<file path="src/rtl/rtc_ref_align.sv">
module rtc_ref_align #(
  parameter int A_W        = 7,
  parameter int S_W        = 15,
  parameter int WIDE_WIN   = 7,
  parameter int NARROW_WIN = 3
) (
  input  logic           clk,
  input  logic           rst_n,
  input  logic           det_en,
  input  logic           ref_in,
  input  logic [A_W-1:0] prediv_a,
  input  logic [S_W-1:0] prediv_s,
  output logic           tick_apre,
  output logic           tick_spre,
  output logic           ref_locked
);

  localparam int CW          = S_W + 1;
  localparam int WIDE_HALF   = WIDE_WIN / 2;
  localparam int NARROW_HALF = NARROW_WIN / 2;

  logic [A_W-1:0] a_cnt;
  logic [S_W-1:0] s_cnt;
  logic [2:0]     ref_sync;
  logic           win_q, win_used;

  logic           ref_pulse, a_term, s_term;
  logic [CW-1:0]  half, s_ext, p_ext;
  logic           in_before, in_after, win_open, force_rl, win_close;

  assign ref_pulse = ref_sync[1] & ~ref_sync[2];
  assign a_term    = a_cnt >= prediv_a;
  assign s_term    = s_cnt >= prediv_s;

  assign half      = ref_locked ? CW'(NARROW_HALF) : CW'(WIDE_HALF);
  assign s_ext     = {1'b0, s_cnt};
  assign p_ext     = {1'b0, prediv_s};
  assign in_before = (s_ext + half) >= p_ext;
  assign in_after  = s_ext < half;
  assign win_open  = det_en & (in_before | in_after);
  assign force_rl  = ref_pulse & win_open & ~win_used;
  assign win_close = win_q & ~win_open;

  assign tick_apre = a_term;
  assign tick_spre = (a_term & s_term) | (force_rl & in_before);

  always_ff @(posedge clk or negedge rst_n) begin
    if (!rst_n) ref_sync <= '0;
    else        ref_sync <= {ref_sync[1:0], ref_in};
  end

  always_ff @(posedge clk or negedge rst_n) begin
    if (!rst_n) begin
      a_cnt <= '0;
      s_cnt <= '0;
    end else if (force_rl) begin
      a_cnt <= '0;
      s_cnt <= '0;
    end else if (a_term) begin
      a_cnt <= '0;
      s_cnt <= s_term ? '0 : s_cnt + S_W'(1);
    end else begin
      a_cnt <= a_cnt + A_W'(1);
    end
  end

  always_ff @(posedge clk or negedge rst_n) begin
    if (!rst_n) begin
      win_q      <= 1'b0;
      win_used   <= 1'b0;
      ref_locked <= 1'b0;
    end else begin
      win_q <= win_open;
      if (!win_open)     win_used <= 1'b0;
      else if (force_rl) win_used <= 1'b1;
      if (!det_en)                           ref_locked <= 1'b0;
      else if (force_rl)                     ref_locked <= 1'b1;
      else if (win_close && !win_used)       ref_locked <= 1'b0;
    end
  end

endmodule

</file>
<file path="config.mk">
export PLATFORM = sky130hd
export DESIGN_NAME = rtc_ref_align
export DESIGN_NICKNAME = d
export VERILOG_FILES = /design/src/rtl/rtc_ref_align.sv
export SDC_FILE = /design/constraint.sdc
export NUM_CORES = 1
export LEC_CHECK = 0
export CAP_MARGIN = 20
export CORE_MARGIN = 2
export CORE_UTILIZATION = 35
export DETAILED_ROUTE_END_ITERATION = 8
export GPL_ROUTABILITY_DRIVEN = 0
export SETUP_SLACK_MARGIN = 0.4
export SLEW_MARGIN = 40
export SYNTH_ARGS = -nofsm -noshare
export SYNTH_HDL_FRONTEND = slang
export SYNTH_SLANG_ARGS = --single-unit
export TNS_END_PERCENT = 5
</file>
<file path="constraint.sdc">
create_clock -name clk -period 3.8 [get_ports clk]
set_input_delay 0.38 -clock clk [delete_from_list [all_inputs] [get_ports clk]]
set_output_delay 0.38 -clock clk [all_outputs]
set_load 0.02 [all_outputs]
</file>
-- Yosys cells after proc, flatten, opt, wreduce, memory -nomap -nowiden
Index checks and enable logic that the tools add are counted.
- flip-flop bits (word level): 28
- input bits: 26
- output and inout bits: 3
- add/sub/neg operators: 3
- order comparisons: 4
- equality and inequality tests: 2
- multiplexer cells: 11
- bitwise logic cells: 12
- reduce and logical (&&, ||, !) cells: 3
- operators by type and width (kind ; number):
    two-way mux 15 bit ; 3
    adder 15 x 2 -> 16 bit ; 1
    >= comparator 16 x 15 -> 1 bit ; 1
    adder 15 x 1 -> 15 bit, second input constant ; 1
    >= comparator 15 bit ; 1
    < comparator 15 x 2 -> 1 bit ; 1
    two-way mux 7 bit ; 2
    adder 7 x 1 -> 7 bit, second input constant ; 1
    bitwise AND 1 bit ; 7
    >= comparator 7 bit ; 1
    two-way mux 1 bit ; 5
    inequality test 3 x 1 -> 1 bit, second input constant ; 1
    inverter 1 bit ; 3
    two-way mux 2 bit ; 1
    inequality test 2 x 1 -> 1 bit, second input constant ; 1
    bitwise OR 1 bit ; 2
    nonzero test 2 bit ; 1
    logical AND 1 bit ; 1
    logical NOT 1 bit ; 1

-- Depth between registers and ports, before layout
- depth in word-level cells: 11
- gate-level depth with buffers: 14
- mapped depth without buffers: 13

-- Least setup slack after synthesis
OpenSTA, ideal clock, no wires.
- path type: register to output
- start: register ref_locked
- end: output port tick_spre
- data arrival time: 2924 ps
- required time: 3420 ps
- slack: 496 ps
- stages on the path, launching flop included: 12
- buffers on the path: 0
- path through: dfrtp_1 > fa_1 > nor2_1 > nand2_1 > xnor2_1 > ha_1 > and2_1 > o2111ai_1 > o21a_1 > o31ai_1 > nor2_1 > o22ai_1
- longest elaborated chain between the ends: 9
- elaborated cells between the ends (all ways): 10
- RTL lines (element ; line ; RTL):
    start, declared ; 15 ; output logic ref_locked
    start signal, assigned ; 71 ; ref_locked <= 1'b0;
    start signal, assigned ; 76 ; if (!det_en) ref_locked <= 1'b0;
    start signal, assigned ; 77 ; else if (force_rl) ref_locked <= 1'b1;
    two-way mux 2 bit * ; 35 ; assign half = ref_locked ? CW'(NARROW_HALF) : CW'(WIDE_HALF);
    adder 15 x 2 -> 16 bit ; 38 ; assign in_before = (s_ext + half) >= p_ext;
    >= comparator 16 x 15 -> 1 bit ; 38 ;
    bitwise OR 1 bit ; 40 ; assign win_open = det_en & (in_before | in_after);
    bitwise AND 1 bit ; 40 ;
    bitwise AND 1 bit (2 in series) ; 41 ; assign force_rl = ref_pulse & win_open & ~win_used;
    bitwise AND 1 bit * ; 45 ; assign tick_spre = (a_term & s_term) | (force_rl & in_before);
    bitwise OR 1 bit * ; 45 ;
    end, declared ; 14 ; output logic tick_spre,
Mark *: on every way between the ends. The rest lies on a longest branch, timed or not.

-- Worst setup path in the final report
- start: register s_cnt[1]
- end: output port tick_spre
- longest elaborated chain between the ends: 8
- elaborated cells between the ends (all ways): 11
- RTL lines (element ; line ; RTL):
    start, declared ; 23 ; logic [S_W-1:0] s_cnt;
    start signal, assigned ; 61 ; s_cnt <= s_term ? '0 : s_cnt + S_W'(1);
    adder 15 x 2 -> 16 bit ; 38 ;
    >= comparator 16 x 15 -> 1 bit ; 38 ;
    bitwise OR 1 bit ; 40 ;
    bitwise AND 1 bit ; 40 ;
    bitwise AND 1 bit (2 in series) ; 41 ;
    bitwise AND 1 bit ; 45 ;
    bitwise OR 1 bit * ; 45 ;
Marked as above.

==> summary.md <==
| Metric | Value |
|---|---|
| Nets | roughly 420 |
| Site row count | 31 |
| Fin crit share | 86.59% |
| Startpoint types | flip-flop |
| Top cell family by delay on the critical path | compound AO/OA/AOI/OAI gates |
| Synth async-reset ratio | 100.0% |
| Share of layout cells above drive strength 1 | 15.25% |
| TritonCTS clock tree | done |
| Fin crit period | 3291 ps |
| Num CTS Buffers | 3 |
| Largest area contributor in the netlist | dfrtp_1 |
| Buf+Inv Stages, Crit Path | 1 |
| Critical path endpoint category | output pin |
| Clk sinks | 28 |
| Pin count of the biggest net entering global routing | 29 |
| CP required | 3420 ps |
| Slowest stage cell, crit path | dfrtp_2 |
| Initial DRC count | approximately 130 |
| Ys Warns | 0 |
| Drt wl/cell | 13.75 µm |
| Slew headroom | between 60% and 70% |
| Setup TNS Final | 0 ps |
| Mapped Nets | between 300 and 400 |
| Buffers on Ports | 28 |
| Critical path fanouts, max | 4 |
| Max_cap viols | 0 |
| Hold_sp | ref_sync[0] |
| Actual slew at the worst max-slew pin | roughly 600 ps |
| # fillers | 733 |
| Synthesized area per cell | 8.463 µm² |
| Leak Pwr | between 1.5 and 2 nW |
| Critical path type | reg2out |
| Remaining antenna violation count | 0 |
| First-pass detailed-route iteration total | 4 |
| Status | complete, no violations |
| Worst Hold Depth | 0 |
| Vias in the first global route | 2382 |
| # setup viols final | 0 |
| Root buffer cell | clkbuf_8 |
| Vias | 2381 |
| Initial antenna violation count | 0 |
| Number of synthesized flops with an enable pin | 0 |
| N_diodes | 0 |
| Met3 wire length | 221 µm |
| Synthesis-to-finish area growth | 24.98% |
| Skew final | 3.992 ps |
| Hold Path End | ref_sync[1] |
| # hold bufs at CTS | 0 |
| R2R Setup Slk | 590 ps |
| CTS clk-pin slew, worst paths | about 90 ps |
| Worst path cell trace | ha_4 > a21o_1 > nand2b_1 > nor2_1 > xor2_1 > ha_1 > and2_4 > o2111ai_2 > o21a_1 > o31ai_4 > nor2_1 > o22ai_1 > buf_4 |
| Synth Register Bits | 28 |
| Starting Density | 36.05% |
| Hold Path Class | reg2reg |
| Yosys cell types | 45 |
| Top-area cell type share of the netlist area | a little over a quarter |
| Top cells by area, synth | dfrtp_1, ha_1, nand3_1 |
| Final Max Slew Viols | 0 |
| Worst r2r dst | s_cnt[5] |
| Pwr Density | 438.2 nW/µm² |
| Post-Synthesis Cells | 309 |
| RSZ-0062 raised after global routing | true |
| Synth Cell Area | 2615 µm² |
| Core area | 7253 µm² |
| First-pass GRT wire length | roughly 11 mm |
| Total grt overflow | 0 |
| H-tree Lvls | 1 |
| Worst skew pair latency | approximately 270 ps |
| Vias per std cell | approximately 5.3 |
| Die height | 90.44 µm |
| Top Ports | 29 |
| Met1 wire length | 3.046 mm |
| Worst EP arrival | ~2900 ps |
| Worst r2r path cells | 15 |
| Peak VDD IR | 0.3279 mV |
| Post-layout util | 45.06% |
| Top layer in use | met4 |
| Die Span X | approximately 90 µm |
| CP max stage delay | between 400 and 500 ps |
| Wire length on met2 | 2.871 mm |
| CP most frequent cell | nor2_1 |
| F_max | slightly above 300 MHz |
| Die ar. | 8178 µm² |
| Reg2reg start | s_cnt[1] |
| Sequential area share after synthesis | 26.79% |
| Dpl hpwl | 4.895 mm |
| Final hold slack | 363.0 ps |
| Final WL | 6.229 mm |
| Prevailing post-synth register cell | dfrtp_1 |
| Max clock buf depth | 2 |
| GRT Util Overall | ~16% |
| DR DRC count | 0 |
| Fin. Hold Viols | 0 |
[flip-flops by register name, summed over array words and instances, names as in the netlist]
| signal | cells |
|---|---|
| s_cnt | 15 |
| a_cnt | 7 |
| ref_sync | 3 |
| ref_locked | 1 |
| win_q | 1 |
| win_used | 1 |
[logic make-up after synthesis]
| family | Yosys count | share of synthesized area, % |
|---|---|---|
| simple gates | 115 | 22.82 |
| flops | 28 | 26.79 |
| compound gates | 62 | 16.89 |
| buf+inv | 44 | 7.081 |
| fa+ha+maj | 42 | 20.38 |
| xor+xnor | 18 | 6.029 |
[cells in the mapped netlist (all sizes together) (5+ instances only)]
library cell  number
a21o              10
a21oi             16
a31oi              9
buf               11
clkbuf             5
dfrtp             28
ha                41
inv               28
nand2             27
nand3             26
nand4              5
nor2              17
nor2b              5
nor3              16
o211ai             5
xnor2             12
xor2               6
[power by group]
group,internal (mW),switching (mW)
registers,0.357,0.0562
logic,0.408,0.451
clock network,0.0712,0.0894
[what timing repair did]
item / 4_1_cts / 5_1_grt
setup endpoints to repair: 1 / 13
setup buffers: 3 / 3
resized for setup: 8 / 13
pin swaps: 2 / 16
gates cloned: 0 / 0
[through the flow]
step	setup slack, ps	total power, mW	cell area [µm²]	std cells
6_report	509.4	1.432	3268	453
5_1_grt	341.9	1.573	3268	453
4_1_cts	413.3	1.398	3201	450
3_5_place_dp	19.25	1.222	3119	444
3_3_place_gp	66.90	1.208	3119	444
2_1_floorplan	495.9	0.9611	2615	309
[per-layer routing]
layer  track usage [%]  up-vias
met5                 0        -
met4             4.103        0
met3             1.836        9
met2             27.26       45
met1             21.82     1131
li1                  -     1196
[placed cells by master, fill, tap and decap left out, types with 6 or more instances in the layout]
master / instances
a31oi_1: 7
ha_1: 40
inv_1: 26
xor2_1: 6
nand2_1: 27
nand3_1: 26
dfrtp_1: 27
xnor2_1: 12
a21o_1: 10
a21oi_1: 16
clkdlybuf4s50_1: 27
buf_4: 29
nor3_1: 11
nor2_1: 14
[worst max-delay path by stage]
stage / from / end / slack [ps] / cells past startpoint
floorplan: ref_locked / tick_spre / 500 / 11
global placement: ref_locked / tick_spre / 70 / 14
detailed placement: ref_locked / tick_spre / 20 / 14
CTS: ref_locked / tick_spre / 410 / 13
global route: s_cnt[1] / tick_spre / 340 / 13
finish: s_cnt[1] / tick_spre / 510 / 13
[final cells by class]
class | count | area [µm²] | share of cell area, %
Tap cell | 99 | 123.9 | 3.790
Inverter | 28 | 105.1 | 3.216
Timing Repair Buffer | 58 | 510.5 | 15.62
Clock buffer | 3 | 41.29 | 1.263
Multi-Input combinational cell | 237 | 1785 | 54.63
Sequential cell | 28 | 701.9 | 21.48
No activity file was read; power rests on OpenSTA's default activity.
